File: src/rtl/fmx_pkg.sv
package fmx_pkg;
    localparam int NUM_OPS = 4;

    typedef enum logic [2:0] {
        ST_IDLE = 3'd0,
        ST_OP0  = 3'd1,
        ST_OP1  = 3'd2,
        ST_OP2  = 3'd3,
        ST_OP3  = 3'd4,
        ST_MIX  = 3'd5
    } fmx_state_e;
endpackage

File: src/rtl/fmx_sine.sv
module fmx_sine #(
    parameter int IDX_W = 10,
    parameter int OUT_W = 14
) (
    input  logic [IDX_W-1:0]        idx,
    output logic signed [OUT_W-1:0] wave
);
    localparam int Q_W    = IDX_W - 2;
    localparam int PROD_W = 2 * IDX_W;
    localparam int SHIFT  = 2 * (IDX_W - 1) - (OUT_W - 1);

    logic [Q_W-1:0]    q;
    logic [PROD_W-1:0] x;
    logic [PROD_W-1:0] prod;
    logic [OUT_W-2:0]  mag;
    logic [OUT_W-1:0]  pos;

    // quarter-wave mirror, then a parabolic half-sine
    always_comb begin
        q    = idx[IDX_W-2] ? ~idx[Q_W-1:0] : idx[Q_W-1:0];
        x    = PROD_W'({q, 1'b1});
        prod = x * ((PROD_W'(1) << IDX_W) - x);
        mag  = (OUT_W-1)'(prod >> SHIFT);
        pos  = {1'b0, mag};
        wave = idx[IDX_W-1] ? -pos : pos;
    end
endmodule

File: src/rtl/fmx_phase_bank.sv
module fmx_phase_bank
    import fmx_pkg::*;
#(
    parameter int PHASE_W   = 20,
    parameter int MUL_W     = 4,
    parameter int MOD_W     = 16,
    parameter int MOD_SHIFT = 4,
    parameter int OPI_W     = 2
) (
    input  logic                        clk,
    input  logic                        rst_n,
    input  logic                        clear,
    input  logic                        adv_en,
    input  logic [OPI_W-1:0]            adv_sel,
    input  logic [PHASE_W-1:0]          base_inc,
    input  logic [NUM_OPS*MUL_W-1:0]    mul_codes,
    input  logic signed [MOD_W-1:0]     mod_in,
    output logic [PHASE_W-1:0]          phase_next,
    output logic [NUM_OPS*PHASE_W-1:0]  phase_flat
);
    localparam int PW = PHASE_W + MUL_W;

    logic [PHASE_W-1:0] ph  [NUM_OPS];
    logic [PHASE_W-1:0] inc [NUM_OPS];
    logic [PHASE_W-1:0] mod_ext;

    for (genvar g = 0; g < NUM_OPS; g++) begin : g_op
        logic [MUL_W-1:0] m;
        logic [PW-1:0]    prod;

        assign m      = mul_codes[g*MUL_W +: MUL_W];
        assign prod   = PW'(base_inc) * PW'(m);
        assign inc[g] = (m == '0) ? (base_inc >> 1) : PHASE_W'(prod);

        always_ff @(posedge clk or negedge rst_n) begin
            if (!rst_n) begin
                ph[g] <= '0;
            end else if (clear) begin
                ph[g] <= '0;
            end else if (adv_en && adv_sel == OPI_W'(g)) begin
                ph[g] <= phase_next;
            end
        end

        assign phase_flat[g*PHASE_W +: PHASE_W] = ph[g];
    end

    always_comb begin
        mod_ext    = {{(PHASE_W-MOD_W){mod_in[MOD_W-1]}}, mod_in} << MOD_SHIFT;
        phase_next = ph[adv_sel] + inc[adv_sel] + mod_ext;
    end
endmodule

File: src/rtl/fmx_route.sv
module fmx_route
    import fmx_pkg::*;
#(
    parameter int OUT_W = 14,
    parameter int MOD_W = 16,
    parameter int OPI_W = 2
) (
    input  logic [2:0]               alg,
    input  logic [OPI_W-1:0]         sel,
    input  logic [NUM_OPS*OUT_W-1:0] outs_flat,
    output logic signed [MOD_W-1:0]  mod_val,
    output logic signed [MOD_W-1:0]  mix
);
    logic signed [MOD_W-1:0] o [NUM_OPS];
    logic signed [MOD_W-1:0] m1, m2, m3;

    for (genvar g = 0; g < NUM_OPS; g++) begin : g_ext
        assign o[g] = {{(MOD_W-OUT_W){outs_flat[g*OUT_W+OUT_W-1]}},
                       outs_flat[g*OUT_W +: OUT_W]};
    end

    always_comb begin
        m1  = '0;
        m2  = '0;
        m3  = '0;
        mix = '0;
        unique case (alg)
            3'd0: begin m1 = o[0]; m2 = o[1]; m3 = o[2]; mix = o[3]; end
            3'd1: begin m2 = o[0] + o[1]; m3 = o[2]; mix = o[3]; end
            3'd2: begin m2 = o[1]; m3 = o[0] + o[2]; mix = o[3]; end
            3'd3: begin m1 = o[0]; m3 = o[1] + o[2]; mix = o[3]; end
            3'd4: begin m1 = o[0]; m3 = o[2]; mix = o[1] + o[3]; end
            3'd5: begin m1 = o[0]; m2 = o[0]; m3 = o[0]; mix = o[1] + o[2] + o[3]; end
            3'd6: begin m1 = o[0]; mix = o[1] + o[2] + o[3]; end
            3'd7: begin mix = o[0] + o[1] + o[2] + o[3]; end
            default: ;
        endcase
    end

    always_comb begin
        unique case (sel)
            OPI_W'(1): mod_val = m1;
            OPI_W'(2): mod_val = m2;
            OPI_W'(3): mod_val = m3;
            default:   mod_val = '0;
        endcase
    end
endmodule

File: src/rtl/fmx_engine.sv
module fmx_engine
    import fmx_pkg::*;
#(
    parameter int FNUM_W    = 11,
    parameter int OCT_W     = 3,
    parameter int MUL_W     = 4,
    parameter int PHASE_W   = 20,
    parameter int IDX_W     = 10,
    parameter int OUT_W     = 14,
    parameter int MOD_SHIFT = 4
) (
    input  logic                       clk,
    input  logic                       rst_n,
    input  logic                       key_on,
    input  logic                       sample_strobe,
    input  logic [2:0]                 alg_code,
    input  logic [FNUM_W-1:0]          freq_num,
    input  logic [OCT_W-1:0]           octave_sel,
    input  logic [NUM_OPS*MUL_W-1:0]   mul_codes,
    output logic signed [OUT_W+1:0]    sample_out,
    output logic                       sample_valid
);
    localparam int MOD_W = OUT_W + 2;
    localparam int OPI_W = $clog2(NUM_OPS);

    fmx_state_e state, state_nx;

    logic [2:0]                 cfg_alg;
    logic [PHASE_W-1:0]         cfg_base;
    logic [NUM_OPS*MUL_W-1:0]   cfg_mul;
    logic [NUM_OPS*OUT_W-1:0]   op_out_flat;
    logic [PHASE_W-1:0]         base_now;
    logic [OPI_W-1:0]           cur_op;
    logic                       op_active;
    logic signed [MOD_W-1:0]    mod_val;
    logic signed [MOD_W-1:0]    mix;
    logic [PHASE_W-1:0]         phase_next;
    logic [NUM_OPS*PHASE_W-1:0] phase_flat;
    logic signed [OUT_W-1:0]    wave;

    assign base_now = {{(PHASE_W-FNUM_W){1'b0}}, freq_num} << octave_sel;

    always_comb begin
        cur_op    = '0;
        op_active = 1'b1;
        unique case (state)
            ST_OP0:  cur_op = OPI_W'(0);
            ST_OP1:  cur_op = OPI_W'(1);
            ST_OP2:  cur_op = OPI_W'(2);
            ST_OP3:  cur_op = OPI_W'(3);
            default: op_active = 1'b0;
        endcase
    end

    always_comb begin
        state_nx = state;
        if (key_on) begin
            state_nx = ST_IDLE;
        end else begin
            unique case (state)
                ST_IDLE: if (sample_strobe) state_nx = ST_OP0;
                ST_OP0:  state_nx = ST_OP1;
                ST_OP1:  state_nx = ST_OP2;
                ST_OP2:  state_nx = ST_OP3;
                ST_OP3:  state_nx = ST_MIX;
                ST_MIX:  state_nx = ST_IDLE;
                default: state_nx = ST_IDLE;
            endcase
        end
    end

    // state register
    always_ff @(posedge clk or negedge rst_n) begin
        if (!rst_n) state <= ST_IDLE;
        else        state <= state_nx;
    end

    // output and datapath registers
    always_ff @(posedge clk or negedge rst_n) begin
        if (!rst_n) begin
            cfg_alg      <= '0;
            cfg_base     <= '0;
            cfg_mul      <= '0;
            op_out_flat  <= '0;
            sample_out   <= '0;
            sample_valid <= 1'b0;
        end else begin
            sample_valid <= 1'b0;
            if (!key_on) begin
                if (state == ST_IDLE && sample_strobe) begin
                    cfg_alg  <= alg_code;
                    cfg_base <= base_now;
                    cfg_mul  <= mul_codes;
                end
                if (op_active) begin
                    op_out_flat[cur_op*OUT_W +: OUT_W] <= wave;
                end
                if (state == ST_MIX) begin
                    sample_out   <= mix;
                    sample_valid <= 1'b1;
                end
            end
        end
    end

    fmx_phase_bank #(
        .PHASE_W(PHASE_W), .MUL_W(MUL_W), .MOD_W(MOD_W),
        .MOD_SHIFT(MOD_SHIFT), .OPI_W(OPI_W)
    ) u_phase (
        .clk(clk), .rst_n(rst_n), .clear(key_on),
        .adv_en(op_active && !key_on), .adv_sel(cur_op),
        .base_inc(cfg_base), .mul_codes(cfg_mul), .mod_in(mod_val),
        .phase_next(phase_next), .phase_flat(phase_flat)
    );

    fmx_sine #(.IDX_W(IDX_W), .OUT_W(OUT_W)) u_sine (
        .idx(phase_next[PHASE_W-1 -: IDX_W]),
        .wave(wave)
    );

    fmx_route #(.OUT_W(OUT_W), .MOD_W(MOD_W), .OPI_W(OPI_W)) u_route (
        .alg(cfg_alg), .sel(cur_op), .outs_flat(op_out_flat),
        .mod_val(mod_val), .mix(mix)
    );
endmodule

File: config.mk
export PLATFORM = sky130hd
export DESIGN_NAME = fmx_engine
export DESIGN_NICKNAME = d
export VERILOG_FILES = /design/src/rtl/fmx_pkg.sv /design/src/rtl/fmx_sine.sv /design/src/rtl/fmx_phase_bank.sv /design/src/rtl/fmx_route.sv /design/src/rtl/fmx_engine.sv
export SDC_FILE = /design/constraint.sdc
export NUM_CORES = 1
export LEC_CHECK = 0
export BUFFER_PORTS_ARGS = -buffer_cell sky130_fd_sc_hd__buf_2
export CAP_MARGIN = 20
export CORE_UTILIZATION = 25
export DETAILED_ROUTE_END_ITERATION = 10
export PLACE_DENSITY = 0.45
export SLEW_MARGIN = 0
export SYNTH_ARGS = -nofsm -noshare
export SYNTH_HDL_FRONTEND = slang
export SYNTH_HIERARCHICAL = 1
export SYNTH_SLANG_ARGS = --single-unit
File: constraint.sdc
create_clock -name clk -period 21.5 [get_ports clk]
set_clock_uncertainty 0.15 [all_clocks]
set_input_delay 2.15 -clock clk [delete_from_list [all_inputs] [get_ports clk]]
set_output_delay 2.15 -clock clk [all_outputs]
set_load 0.02 [all_outputs]
==> summary.md, run 1 <==
| Metric | Value |
|---|---|
| Post-synthesis cell area | `0.0291 mm2` |
| I/O pin cnt | `54` |
| Commonest non-fill, non-tap cell in the layout | `nand2_1` |
| Syn avg cell area | `8.18 um2` |
| Fin area | `0.0315 mm2` |
| Vias in the first global route | `25000` |
| Placed cell count | `4981` |
| Clock transition at path regs | `90 ps` |
| Die Y | `343 um` |
| Die area | `0.118 mm2` |
| Min Tclk post-route | `15410 ps` |
| Max stage delay on crit path | `930 ps` |
| Largest delay share family, worst path | `adder cells` |
| Largest net degree at the start of global routing | `85` |
| Initial antenna violation count | `3` |
| Startpoint Class | `register` |
| DIE WIDTH | `343 um` |
| Most frequent cells in the layout | `nand2_1 (433), inv_1 (392), ha_1 (242)` |
| Routed WL per cell | `19.4 um` |
| Slew @ Worst Pin | `1170 ps` |
| TritonCTS Sinks | `193` |
| Final critical-path share of the clock period | `0.717` |
| Critical path data required time | `21790 ps` |
| CTS tree | `yes` |
| Via/cell ratio | `5.07` |
| CTS buffer count | `17` |
| Hold Path Class | `register to register` |
| Clock Tree Root | `clkbuf_16` |
| Share of post-route cells with drive strength above 1 | `0.0762` |
| CP max-delay cell | `xnor2_1` |
| First-pass GRT wire length | `151 mm` |
| Core Area | `0.115 mm2` |
| Post-CTS Setup Repair Bufs | `0` |
| Final #Nets | `3978` |
| WP buf/inv | `8` |
| Filler instances | `12500` |
| Filler-free cell count of the finished design | `5014` |
| Slew Limit Fails | `0` |
| Area after DPL | `0.0309 mm2` |
| Clock insertion delay at the later pin of the skew report | `510 ps` |
| Initial Util | `0.253` |
| Vias | `25400` |
| Setup CP Type | `register to register` |
| # diodes | `0` |
| H-tree depth | `4` |
| Status | `finished, final reports clean` |
| Max-Cap Viols | `0` |
| Post-Synthesis Cells | `3553` |
| Placer Congestion | `0.911` |
| RSZ-0062 raised after global routing | `false` |
| Critical path capture point type | `register` |
| GRT overflow | `0` |
| Setup_tns | `0 ps` |
| Syn. warnings | `6` |
| Drt initial violations | `1952` |
| Post-route ant nets | `0` |
| Post-CTS sizing | `0` |
| Final Hold Vio Count | `0` |
| Total Wirelength | `97.4 mm` |
| Final setup fails | `0` |
| CP Max Fanout | `21` |
| Most frequent CP cell | `fa_1` |
| Remaining routing DRC violations | `0` |
| Total GRT Usage | `0.165` |
| Number of port buffers | `53` |
| Row count | `124` |
| Clock tree buffer depth | `2` |
| DP HPWL | `73.8 mm` |
| # hold bufs at CTS | `0` |
| Critical path arrival | `15700 ps` |
| F_max | `0.0649 GHz` |
| Area grow syn2layout | `8.37%` |
| DRT Pass-1 Iters | `6` |
| Slew headroom | `0.216` |
sequential cells by signal (all words and copies together), names as in the netlist:
signal and cells:
cfg_base 18, u_phase/phase_flat 80, state 3, sample_valid 1, cfg_alg 3, sample_out 16
cfg_mul 16, op_out_flat 56
routing by layer:
| layer | routed length (um) | vias to the layer above | GRT usage |
|---|---|---|---|
| met1 | 46300 | 12700 | 0.228 |
| met5 | 10 | - | 0 |
| met4 | 1760 | 2 | 0.0404 |
| met3 | 3330 | 86 | 0.0153 |
| met2 | 45900 | 545 | 0.273 |
| li1 | - | 12100 | - |
through the flow:
stage                util  hold WS [ps]  worst slack [ps]
global route        0.274           377              5320
floorplan               -           297              7400
finish              0.274           331              6090
detailed placement  0.269           321              6250
global placement    0.269           313              6270
CTS                 0.274           340              6200
final cells by class:
cell class | instances | area (um2) | area share
Clock buffer | 18 | 439 | 0.0139
Clock inverter | 14 | 159 | 0.00504
Inverter | 396 | 1490 | 0.0472
Multi-Input combinational cell | 2777 | 22000 | 0.699
Sequential cell | 193 | 4830 | 0.153
Tap cell | 1512 | 1890 | 0.0601
Timing Repair Buffer | 104 | 661 | 0.0210
tightest hold or removal path, cell delays in order (launching register included):
cell and delay [ps]:
dfrtp_1 350, nand2_1 40, o21ai_0 60
final timing paths:
check                           slack [ps]                          end                     start  cells after the start
min in group asynchronous             1470    sample_out[3]$_DFFE_PN0P_                     rst_n                      1
worst min-delay path                   330     cfg_base[15]$_DFFE_PN0P_  cfg_base[15]$_DFFE_PN0P_                      2
worst min register to register         330     cfg_base[15]$_DFFE_PN0P_  cfg_base[15]$_DFFE_PN0P_                      2
worst max register to register        6090  op_out_flat[34]$_DFFE_PN0P_   cfg_base[2]$_DFFE_PN0P_                     47
max in group asynchronous            18320       cfg_mul[3]$_DFFE_PN0P_                     rst_n                      2
worst max-delay path                  6090  op_out_flat[34]$_DFFE_PN0P_   cfg_base[2]$_DFFE_PN0P_                     47
Power of run 1 is not shown: default switching activity piles up to over one toggle a cycle in this logic, so the estimate is an artifact.
==> run 2, diff against run 1 <==
PLACE_DENSITY = 0.46   (was 0.45)
clock period = 14.05 ns   (was 21.5 ns; I/O delays follow)
==> run 2 against run 1 <==
Effect of this change: die area is the same; largest cell class unchanged; critical endpoint is now op_out_flat[15]$_DFFE_PN0P_; first-iteration DRC count shrank 0.97%; highest routed layer is now met4; clock-buffer cell count unchanged.
==> summary.md, run 2 (same netlist as run 1, synthesis figures left out) <==
| Metric | Value |
|---|---|
| Status | `finished, final reports clean` |
| Final core occ | `0.279` |
| Post-route ant nets | `0` |
| TritonCTS Sinks | `193` |
| Remaining routing DRC violations | `0` |
| Clock tree buffer depth | `2` |
| DP HPWL | `75.7 mm` |
| Filler instances | `12500` |
| Number of port buffers | `53` |
| Drt initial violations | `1933` |
| Setup CP Type | `register to register` |
| Max stage delay on crit path | `550 ps` |
| Most frequent CP cell | `fa_1` |
| Via/cell ratio | `5.03` |
| F_max | `0.0746 GHz` |
| Hold Path Class | `register to register` |
| CTS buffer count | `17` |
| Core Area | `0.115 mm2` |
| RSZ-0062 raised after global routing | `false` |
| Slew Limit Fails | `0` |
| Largest net degree at the start of global routing | `101` |
| CP Max Fanout | `17` |
| Final Hold Vio Count | `0` |
| Startpoint Class | `register` |
| Min Tclk post-route | `13400 ps` |
| Critical path arrival | `13650 ps` |
| WP buf/inv | `9` |
| Share of post-route cells with drive strength above 1 | `0.0946` |
| I/O pin cnt | `54` |
| First-pass GRT wire length | `151 mm` |
| DIE WIDTH | `343 um` |
| Clock insertion delay at the later pin of the skew report | `510 ps` |
| CP max-delay cell | `or4_4` |
| Slew headroom | `0.252` |
| Most frequent cells in the layout | `nand2_1 (432), inv_1 (392), ha_1 (242)` |
| Slew @ Worst Pin | `1120 ps` |
| DRT Pass-1 Iters | `6` |
| Commonest non-fill, non-tap cell in the layout | `nand2_1` |
| GRT overflow | `0` |
| Critical path data required time | `14290 ps` |
| Placer Congestion | `0.913` |
| Total GRT Usage | `0.165` |
| H-tree depth | `4` |
| Max FFs per register | `80` |
| Max-Cap Viols | `0` |
| Die Y | `343 um` |
| Total Wirelength | `97.6 mm` |
| Final critical-path share of the clock period | `0.954` |
| Die area | `0.118 mm2` |
| Vias | `25500` |
| Clock transition at path regs | `80 ps` |
| # hold bufs at CTS | `0` |
| Critical path capture point type | `register` |
| Largest delay share family, worst path | `adder cells` |
| Vias in the first global route | `25000` |
| Final setup fails | `0` |
| Min setup slack post-route | `649 ps` |
| CTS tree | `yes` |
| Initial Util | `0.253` |
| Row count | `124` |
| Routed WL per cell | `19.3 um` |
| Final #Nets | `4030` |
| Setup_tns | `0 ps` |
| Initial antenna violation count | `0` |
| Area grow syn2layout | `10.1%` |
| Clock Tree Root | `clkbuf_16` |
| DP Worst Slack | `242 ps` |
## run 2: metrics by stage
step | area, um2 | hold slack, ps | cells
floorplan | 29100 | 297 | 3561
global placement | 31300 | 336 | 5032
detailed placement | 31300 | 341 | 5032
CTS | 31900 | 360 | 5063
global route | 32000 | 374 | 5065
finish | 32000 | 354 | 5066
## run 2: repair_timing
action                     4_1_cts  5_1_grt
gates resized for setup          0       22
setup endpoints to repair        0       52
buffers inserted                 0        1
## run 2: worst paths after layout
check                                           startpoint                          end  slack (ps)  depth (start not counted)
worst max-delay path               cfg_base[2]$_DFFE_PN0P_  op_out_flat[15]$_DFFE_PN0P_         650                         49
worst min-delay path            sample_out[10]$_DFFE_PN0P_   sample_out[10]$_DFFE_PN0P_         350                          1
worst max register to register     cfg_base[2]$_DFFE_PN0P_  op_out_flat[15]$_DFFE_PN0P_         650                         49
worst min register to register  sample_out[10]$_DFFE_PN0P_   sample_out[10]$_DFFE_PN0P_         350                          1
max in group asynchronous                            rst_n      cfg_base[1]$_DFFE_PN0P_       11600                          2
min in group asynchronous                            rst_n    sample_out[3]$_DFFE_PN0P_         710                          1
## run 2: area by class of cell
type,instances,area (um2),share of cell area
antenna,1,2.50,0.0000782
clock buffer,18,439,0.0137
clock inverter,13,144,0.00450
inverter,396,1490,0.0465
multi-input combinational,2777,22100,0.690
sequential,193,4840,0.151
tap,1512,1890,0.0591
timing repair buffer,156,1100,0.0344
## run 2: per-layer routing
layer  wire length, um  up-vias  share of wire  global-route usage
met1             47100    12600           0.48               0.234
met5                 0        -              0                   0
met2             45400      559           0.47               0.269
met3              3570       75          0.037              0.0161
met4              1490        0          0.015              0.0379
li1                  -    12200              -                   -
## run 2: worst register-to-register path, delay by kind of cell, from the launching register on
kind                       cells  cell delay, ps
AOI/OAI and AO/OA             17            4040
xor gates and xnor gates       3             500
adders and majority gates     11            4940
buffers and inverters          9            1010
DFF                            1             400
muxes                          1             470
and+or+nand+nor                8            1770
Power of run 2 is left out for the same reason.
